**src/rtl/pcb_pkg.sv**
```systemverilog
// Package: shared constants for the performance counter bank.
// Assumes three counters selected by a two-bit address.
package pcb_pkg;
    localparam int NUM_CTR = 3;
    localparam int ADDR_W  = 2;

    typedef enum logic [ADDR_W-1:0] {
        SEL_BLK  = 2'd0,   // far-end block error / F&M bit error
        SEL_CBF  = 2'd1,   // C-bit parity error / frame count
        SEL_PPAR = 2'd2,   // P-bit parity error
        SEL_NONE = 2'd3    // unused, reads zero
    } ctr_sel_e;
endpackage

```
**src/rtl/pcb_event_route.sv**
```systemverilog
// Module: picks the event that feeds each counter according to the mode.
// Assumes C-bits are valid in the cycle frame_stb is high.
module pcb_event_route
    import pcb_pkg::*;
(
    input  logic               mode_m13,
    input  logic               frame_stb,
    input  logic               cbit_a,
    input  logic               cbit_b,
    input  logic               cbit_c,
    input  logic               fm_err_stb,
    input  logic               cpar_err_stb,
    input  logic               ppar_err_stb,
    output logic [NUM_CTR-1:0] evt
);
    logic febe;

    // Decode a far-end block error: any C-bit of the frame received as zero.
    always_comb febe = frame_stb & ~(cbit_a & cbit_b & cbit_c);

    // Route events to counters by operating mode.
    always_comb begin
        evt           = '0;
        evt[SEL_BLK]  = mode_m13 ? fm_err_stb : febe;
        evt[SEL_CBF]  = mode_m13 ? frame_stb  : cpar_err_stb;
        evt[SEL_PPAR] = ppar_err_stb;
    end
endmodule

```
**src/rtl/pcb_sat_counter.sv**
```systemverilog
// Module: one saturating counter with a one-deep held-event flag.
// Assumes hold is high for any cycle in which clr is high.
module pcb_sat_counter #(
    parameter int CNT_W = 8
) (
    input  logic             clk,
    input  logic             rst_n,
    input  logic             evt,
    input  logic             inhibit,
    input  logic             hold,
    input  logic             clr,
    output logic [CNT_W-1:0] count
);
    localparam logic [CNT_W-1:0] MAXV = {CNT_W{1'b1}};

    logic             pend;
    logic             evt_q;
    logic [CNT_W:0]   sum;
    logic [CNT_W-1:0] next_sat;

    // Qualify the event with the inhibit condition.
    always_comb evt_q = evt & ~inhibit;

    // Add held and fresh events, clamping at the maximum.
    always_comb begin
        sum      = {1'b0, count} + {{CNT_W{1'b0}}, pend} + {{CNT_W{1'b0}}, evt_q};
        next_sat = (sum > {1'b0, MAXV}) ? MAXV : sum[CNT_W-1:0];
    end

    // Count state: park events during a window, otherwise accumulate.
    always_ff @(posedge clk) begin
        if (!rst_n) begin
            count <= '0;
            pend  <= 1'b0;
        end else if (hold) begin
            if (evt_q) pend  <= 1'b1;
            if (clr)   count <= '0;
        end else begin
            count <= next_sat;
            pend  <= 1'b0;
        end
    end

    // a full counter does not wrap
    a_r1_no_overflow: assert property (@(posedge clk) disable iff (!rst_n)
        (count == MAXV && !clr) |=> count == MAXV);
    // a read leaves the counter at zero
    a_r2_clear_on_read: assert property (@(posedge clk) disable iff (!rst_n)
        clr |=> count == '0);
    // an event inside a window is parked
    a_r3_park_event: assert property (@(posedge clk) disable iff (!rst_n)
        (hold && evt_q) |=> pend);
    // the held flag is consumed once the window closes
    a_r4_single_held: assert property (@(posedge clk) disable iff (!rst_n)
        (!hold && pend) |=> !pend);
    // inhibited events change nothing
    a_r5_inhibit: assert property (@(posedge clk) disable iff (!rst_n)
        (!hold && !pend && inhibit) |=> $stable(count));
endmodule

```
**src/rtl/pcb_read_port.sv**
```systemverilog
// Module: decodes host reads into clear strobes and registers the read data.
// Assumes counter values are presented as a flat vector, counter 0 lowest.
module pcb_read_port
    import pcb_pkg::*;
#(
    parameter int CNT_W = 8
) (
    input  logic                     clk,
    input  logic                     rst_n,
    input  logic                     rd_stb,
    input  logic [ADDR_W-1:0]        rd_addr,
    input  logic [NUM_CTR*CNT_W-1:0] counts,
    output logic [NUM_CTR-1:0]       clr,
    output logic [CNT_W-1:0]         rd_data
);
    logic [CNT_W-1:0] sel_val;

    // One clear strobe per counter, raised when that counter is read.
    for (genvar i = 0; i < NUM_CTR; i++) begin : g_clr
        assign clr[i] = rd_stb && (rd_addr == ADDR_W'(i));
    end

    // Select the addressed counter; unused addresses read zero.
    always_comb begin
        sel_val = '0;
        for (int i = 0; i < NUM_CTR; i++)
            if (rd_addr == ADDR_W'(i)) sel_val = counts[i*CNT_W +: CNT_W];
    end

    // Register read data on a strobe and hold it otherwise.
    always_ff @(posedge clk) begin
        if (!rst_n)      rd_data <= '0;
        else if (rd_stb) rd_data <= sel_val;
    end

    // at most one counter cleared per read
    a_r2_one_clear: assert property (@(posedge clk) disable iff (!rst_n)
        $onehot0(clr));
    // read data holds between strobes
    a_r2_data_hold: assert property (@(posedge clk) disable iff (!rst_n)
        !rd_stb |=> $stable(rd_data));
endmodule

```
**src/rtl/perf_counter_bank.sv**
```systemverilog
// Module: top of the saturating clear-on-read performance counter bank.
// Assumes event inputs are single-cycle pulses synchronous to clk.
module perf_counter_bank
    import pcb_pkg::*;
#(
    parameter int CNT_W = 8
) (
    input  logic              clk,
    input  logic              rst_n,
    input  logic              mode_m13,
    input  logic              los,
    input  logic              oof,
    input  logic              frame_stb,
    input  logic              cbit_a,
    input  logic              cbit_b,
    input  logic              cbit_c,
    input  logic              fm_err_stb,
    input  logic              cpar_err_stb,
    input  logic              ppar_err_stb,
    input  logic              int_upd,
    input  logic              rd_stb,
    input  logic [1:0]        rd_addr,
    output logic [CNT_W-1:0]  rd_data
);
    logic [NUM_CTR-1:0]       evt;
    logic [NUM_CTR-1:0]       clr;
    logic [NUM_CTR*CNT_W-1:0] counts;
    logic                     inhibit;

    // Counting is blocked during loss of signal or loss of frame.
    always_comb inhibit = los | oof;

    pcb_event_route u_route (
        .mode_m13     (mode_m13),
        .frame_stb    (frame_stb),
        .cbit_a       (cbit_a),
        .cbit_b       (cbit_b),
        .cbit_c       (cbit_c),
        .fm_err_stb   (fm_err_stb),
        .cpar_err_stb (cpar_err_stb),
        .ppar_err_stb (ppar_err_stb),
        .evt          (evt)
    );

    for (genvar i = 0; i < NUM_CTR; i++) begin : g_ctr
        pcb_sat_counter #(.CNT_W(CNT_W)) u_ctr (
            .clk     (clk),
            .rst_n   (rst_n),
            .evt     (evt[i]),
            .inhibit (inhibit),
            .hold    (int_upd | clr[i]),
            .clr     (clr[i]),
            .count   (counts[i*CNT_W +: CNT_W])
        );
    end

    pcb_read_port #(.CNT_W(CNT_W)) u_rd (
        .clk     (clk),
        .rst_n   (rst_n),
        .rd_stb  (rd_stb),
        .rd_addr (rd_addr),
        .counts  (counts),
        .clr     (clr),
        .rd_data (rd_data)
    );

    // read data is zero in the cycle after reset
    a_r9_reset_data: assert property (@(posedge clk)
        !rst_n |=> rd_data == '0);
endmodule

```
**config.mk**
```make
export PLATFORM = sky130hd
export DESIGN_NAME = perf_counter_bank
export DESIGN_NICKNAME = d
export VERILOG_FILES = /design/src/rtl/pcb_pkg.sv /design/src/rtl/pcb_event_route.sv /design/src/rtl/pcb_sat_counter.sv /design/src/rtl/pcb_read_port.sv /design/src/rtl/perf_counter_bank.sv
export SDC_FILE = /design/constraint.sdc
export NUM_CORES = 1
export LEC_CHECK = 0
export BUFFER_PORTS_ARGS = -buffer_cell sky130_fd_sc_hd__buf_4
export CAP_MARGIN = 20
export CORE_MARGIN = 3
export CORE_UTILIZATION = 50
export CTS_CLUSTER_DIAMETER = 60
export DETAILED_ROUTE_END_ITERATION = 10
export PLACE_DENSITY = 0.73
export REMOVE_ABC_BUFFERS = 1
export SLEW_MARGIN = 10
export SYNTH_ARGS = -nofsm -noshare
export SYNTH_HDL_FRONTEND = slang
export SYNTH_SLANG_ARGS = --single-unit
```
**constraint.sdc**
```tcl
create_clock -name clk -period 1.9 [get_ports clk]
set_input_delay 0.38 -clock clk [delete_from_list [all_inputs] [get_ports clk]]
set_output_delay 0.38 -clock clk [all_outputs]
set_load 0.01 [all_outputs]
```
# After elaboration in Yosys (flattened, before gate mapping)
# Index checks and enable logic that the tools add are counted.
[classes] add_sub_neg=6 order_cmp=3 n_eq_ne=5 n_mux=14 bitwise_logic=12 reduce_logical=7
[ops] operator="8-bit 2-to-1 mux" n=12
[ops] operator="8-bit by 1-bit adder with 9-bit output" n=3
[ops] operator="9-bit by 1-bit adder with 9-bit output" n=3
[ops] operator="9-bit by 8-bit greater-than comparator with 1-bit output, second input constant" n=3
[ops] operator="1-bit AND" n=6
[ops] operator="2-bit inequality test, second input constant" n=3
[ops] operator="2-bit AND reduction" n=3
[ops] operator="1-bit OR" n=4
[ops] operator="1-bit logical AND" n=3
[ops] operator="2-bit by 1-bit == test with 1-bit output, second input constant" n=1
[ops] operator="2-bit == test, second input constant" n=1
[ops] operator="2-bit logical NOT" n=1
[ops] operator="1-bit 2-to-1 mux" n=2
[ops] operator="1-bit NOT" n=2
[totals] regBits=35 inputBits=16 word_cells=54

# Logic depth before layout (Yosys ltp)
[depth] word_depth=10 mapped_depth=8

# By module
# A second synthesis with hierarchy kept.
[hier_totals] hier_cells=229 hier_area_um2=2060.7
[modules_own_cells] mod="pcb_sat_counter at g_ctr[0].u_ctr ..." instances=2 cells_each=55 area_per_inst_um2=501.7
[modules_own_cells] mod="pcb_sat_counter at g_ctr[1].u_ctr" instances=1 cells_each=53 area_per_inst_um2=509.2
[modules_own_cells] mod="pcb_read_port" instances=1 cells_each=57 area_per_inst_um2=480.5
[modules_own_cells] mod="pcb_event_route" instances=1 cells_each=5 area_per_inst_um2=42.5
[modules_own_cells] mod="perf_counter_bank" instances=1 cells_each=4 area_per_inst_um2=25.0

# Least setup slack after synthesis
# No wires, ideal clock.
[synth_path] path_type="input port to flip-flop" start="input port frame_stb" end="register g_ctr[0].u_ctr.count[0]" setup_ns=0.122 t_arrival_ns=1.816 required_ns=1.778 slack_ns=-0.038 stages=8 n_path_buf=0 path_cell_list="nor2b_1 -> a22oi_1 -> nor3_1 -> fa_1 -> ha_1 -> nand4_2 -> nor2_1 -> o311a_1"
[synth_via] elab_chain_cells=7
[synth_rtl] item="start, declared" line="perf_counter_bank.sv:13" source="input logic frame_stb,"
[synth_rtl] item="1-bit AND *" line="pcb_event_route.sv:19" source="always_comb febe = frame_stb & ~(cbit_a & cbit_b & cbit_c);"
[synth_rtl] item="1-bit 2-to-1 mux *" line="pcb_event_route.sv:24" source="evt[SEL_BLK] = mode_m13 ? fm_err_stb : febe;"
[synth_rtl] item="1-bit AND *" line="pcb_sat_counter.sv:22" source="always_comb evt_q = evt & ~inhibit;"
[synth_rtl] item="named net g_ctr[0].u_ctr.evt_q" line="pcb_sat_counter.sv:17" source="logic evt_q;"
[synth_rtl] item="9-bit by 1-bit adder with 9-bit output *" line="pcb_sat_counter.sv:26" source="sum = {1'b0, count} + {{CNT_W{1'b0}}, pend} + {{CNT_W{1'b0}}, evt_q};"
[synth_rtl] item="9-bit by 8-bit greater-than comparator with 1-bit output" line="pcb_sat_counter.sv:27" source="next_sat = (sum > {1'b0, MAXV}) ? MAXV : sum[CNT_W-1:0];"
[synth_rtl] item="8-bit 2-to-1 mux *" line="pcb_sat_counter.sv:27"
[synth_rtl] item="8-bit 2-to-1 mux *" line="pcb_sat_counter.sv:35" source="end else if (hold) begin"
[synth_rtl] item="end signal, assigned" line="pcb_sat_counter.sv:39" source="count <= next_sat;"
[synth_rtl] item="end, declared" line="pcb_sat_counter.sv:12" source="output logic [CNT_W-1:0] count"
# The timed path passes the listed nets; every way through them passes the cells marked *.
# A chain may end at the register's enable or synchronous reset.

# Worst setup path after layout
[layout_path] start="input port oof" end="register g_ctr[2].u_ctr.count[1]"
[layout_via] elab_chain_cells=7
[layout_rtl] item="start, declared" line="perf_counter_bank.sv:12" source="input logic oof,"
[layout_rtl] item="1-bit OR *" line="perf_counter_bank.sv:31" source="always_comb inhibit = los | oof;"
[layout_rtl] item="1-bit NOT *" line="pcb_sat_counter.sv:22"
[layout_rtl] item="1-bit AND *" line="pcb_sat_counter.sv:22"
[layout_rtl] item="named net g_ctr[2].u_ctr.evt_q" line="pcb_sat_counter.sv:17"
[layout_rtl] item="9-bit by 1-bit adder with 9-bit output *" line="pcb_sat_counter.sv:26"
[layout_rtl] item="9-bit by 8-bit greater-than comparator with 1-bit output" line="pcb_sat_counter.sv:27"
[layout_rtl] item="8-bit 2-to-1 mux *" line="pcb_sat_counter.sv:27"
[layout_rtl] item="8-bit 2-to-1 mux *" line="pcb_sat_counter.sv:35"
[layout_rtl] item="end signal, assigned" line="pcb_sat_counter.sv:39"
[layout_rtl] item="end, declared" line="pcb_sat_counter.sv:12"
# Marked as above.

==> results.md <==
* Cell Area, Placed at 2230 µm²
* First-pass GRT wire length at 7510 µm
* Die Wd at 69.2 µm
* Sw frac at 24.4%
* DR iter-0 viols at 63
* Initial antenna violation count at 0
* Clock Skew at 0.00448 ns
* Hold EP: g_ctr[0].u_ctr.pend$_SDFFE_PN0P_
* Worst path arrival time at 1.97 ns
* Post-synth EDFFs at 0
* Max-slew violations at 0
* Most Used Layer, Global Route: met2
* RSZ-0062 raised after global routing: no
* Final Core Density at 62.2%
* Share of cells above drive strength 1 at 24.3%
* Setup_tns at 0 ns
* CTS clk-pin slew, worst paths at 0.07 ns
* Area growth from synthesis to layout at 16.5%
* Tot Pwr at 1420 µW
* Drt drc at 0
* Post-Route WL at 4390 µm
* Vias at 1,735
* Final Setup Violations at 0
* Yosys top cell by area: dfxtp_1
* # nets final at 258
* Post-CTS Setup Inserts at 0
* Vias in the first global route at 1,653
* Hold buffers post-CTS at 0
* Yosys cell types at 52
* Reg2reg setup slack at 0.24 ns
* CTS Buffer Depth at 2
* Crit Path Class: in -> reg
* CTS tree: yes
* Top area cells in the synthesized netlist: dfxtp_1 (35%), a31oi_1 (3.1%), nor2b_1 (3.1%)
* Clk root buf: clkbuf_8
* Area taken by multi-input logic gates at 1240 µm²
* Net load switching power at 347 µW
* Measured slew at the worst slew-check pin at 0.431 ns
* Maximum VDD drop at 0.000401 V
* Combinational Power Share at 11.6%
* Outcome: completed
* Remaining Overflow, GRT at 0
* CP max stage delay at 0.41 ns
* CP Data Required Time at 2.07 ns
* Total CTS buffers at 5
* Endpoints failing hold at 0
* Fill cells at 351
* Syn_area_per_cell at 9.61 µm²
* Ys async rst share at 0%
* Slew margin rel. at 71.3%
* Critical Path Start Type: input port
* DIE AREA at 4790 µm²
* Hold Path Class: in -> reg
* Met3 Resource Use GR at 4.93%
* PwrDens at 611 nW/µm²
* Chip Height at 69.2 µm
* Clock power frac at 34.4%
* WL per Instance at 15.5 µm
* Cell-internal power at 1080 µW
* RePlAce Congestion at 0.783
* Vias per cell at 6.13
* Register area at 701 µm²
* Syn Inst Count at 208
* Register area share after synthesis at 35.1%
* Rows at 22
* Num ports at 24
* Cell area after synthesis at 2000 µm²
* Largest net degree at the start of global routing at 27
* Core footprint at 3740 µm²
* Initial DRT Pass Iterations at 4
* Clk_lat worst skew at 0.28 ns
* Max Freq at 0.556 GHz
* Worst hold stages at 3
* Cell area after layout at 2330 µm²
* GRT Total Usage at 19.0%
* Sink Count at 35
* Routed Antenna Nets at 0
* DP Wirelength at 3200 µm
* Post-synthesis register bit count at 35
* P_leak at 0.000971 µW
* Post-synth top flop: dfxtp_1
* Max cap viols at 0
* M1 GR Usage at 25.2%
* Crit Reg-Reg Startpoint: g_ctr[1].u_ctr.count[0]$_SDFFE_PN0P_
* Hold Crit Start: frame_stb
* Met2 GRT Util at 30.4%
* Slowest cell on the critical path: fa_1
* Starting Density at 53.4%
* H-tree Lvls at 2
* Warning count from the yosys run at 0
* Final Cycle Share at 94.6%
* Tmin final at 1.80 ns
* Antenna diodes at 0
* Worst R2R End: g_ctr[1].u_ctr.count[4]$_SDFFE_PN0P_
* CP Cell Sequence: buf_4 > nor2_1 > buf_4 > and2_1 > fa_1 > ha_1 > nand4_2 > nor2_1 > o311a_1
* Share of Yosys cell area claimed by the top area cell type at 35.1%
* IO buf count at 23
* Seq pwr share at 54.0%
* R2R cell count at 5
* CP Max Fanout at 8
* Crit end category: flop
==> stage by stage <==
| stage | hold WS (ns) | instances | worst slack, ns |
|---|---|---|---|
| detailed placement | 0.513 | 277 | -0.329 |
| CTS | 0.394 | 283 | 0.0366 |
| global route | 0.416 | 283 | 0.00581 |
| global placement | 0.505 | 277 | -0.297 |
| floorplan | 0.474 | 198 | -0.0380 |
| finish | 0.400 | 283 | 0.102 |
==> final cells by class <==
class	count	share of cell area, %
tap	48	2.58
multi-input combinational	159	53.5
sequential	35	30.1
clock buffer	6	3.12
inverter	4	0.752
timing repair buffer	31	9.99
==> worst max-delay path, delay by kind of cell <==
kind	cells	cell delay (ns)
buf+inv	2	0.22
simple gates	4	0.45
fa+ha+maj	2	0.64
compound gates	1	0.28
==> synth_stat cells, drive strengths merged, types with 2 or more instances <==
cell,number
nand3,5
o211a,5
a211oi,6
nor3,4
nand4,4
o31a,2
and4b,4
and3,8
nand2,9
nand3b,6
a21oi,9
nor2,10
ha,3
mux2i,3
nor2b,10
a31oi,10
mux2,6
o211ai,5
inv,4
o2111a,2
a41oi,2
o311a,5
o21ai,9
nor3b,3
buf,8
dfxtp,35
and3b,4
clkbuf,2
nand2b,7
fa,3
a221oi,2
and2,2
==> what timing repair did <==
action	CTS	global route
setup endpoints to repair	4	4
gates resized for setup	2	3
endpoints found under the hold margin	0	0
==> flip-flops by register name, summed over array words and instances, names as in the netlist <==
register           cells
u_rd.rd_data           8
g_ctr.u_ctr.pend       3
g_ctr.u_ctr.count     24
==> cell usage in the layout, fill, tap and decap left out, drive strengths merged, types with 2 or more instances in the layout <==
cell type and count:
and3b 4, nand4 4, a221oi 2, fa 3, nor2 10, ha 3
o21ai 9, and4b 4, nor2b 10, nand3 5, a211oi 6, o31a 2
o2111a 2, nor3 4, a31oi 10, mux2 6, nand2 9, and2 2
and3 8, clkbuf 6, nand3b 6, o311a 5, a41oi 2, nand2b 7
o211ai 5, nor3b 3, buf 31, o211a 5, dfxtp 35, a21oi 9
inv 4, mux2i 3
==> per-layer routing <==
layer,part of all wire [%],vias up
met4,1.0,0
met2,46,40
met1,48,827
met3,4.7,5
li1,-,863
met5,0,-
==> power groups by stage <==
stage	clock [µW]	combinational [µW]	sequential, µW
detailed placement	0	164	784
global placement	0	162	784
CTS	504	165	767
global route	533	183	770
finish	490	165	768
floorplan	0	73.3	783
==> how the worst max path moves through the flow <==
| stage | slack [ns] | from | endpoint |
|---|---|---|---|
| global placement | -0.30 | mode_m13 | g_ctr[0].u_ctr.count[2]$_SDFFE_PN0P_ |
| CTS | 0.04 | frame_stb | g_ctr[0].u_ctr.count[0]$_SDFFE_PN0P_ |
| floorplan | -0.04 | frame_stb | g_ctr[0].u_ctr.count[1]$_SDFFE_PN0P_ |
| global route | 0.006 | oof | g_ctr[2].u_ctr.count[7]$_SDFFE_PN0P_ |
| detailed placement | -0.33 | mode_m13 | g_ctr[0].u_ctr.count[4]$_SDFFE_PN0P_ |
| finish | 0.10 | oof | g_ctr[2].u_ctr.count[1]$_SDFFE_PN0P_ |
==> kinds of logic after synthesis <==
family                     share of synthesized area (%)
and+or+nand+nor                                     26.5
AOI/OAI and AO/OA                                   24.9
DFF                                                 35.1
buffers and inverters                               3.76
muxes                                               4.88
adders and majority gates                           4.88
Power figures use the tool's default switching activity.
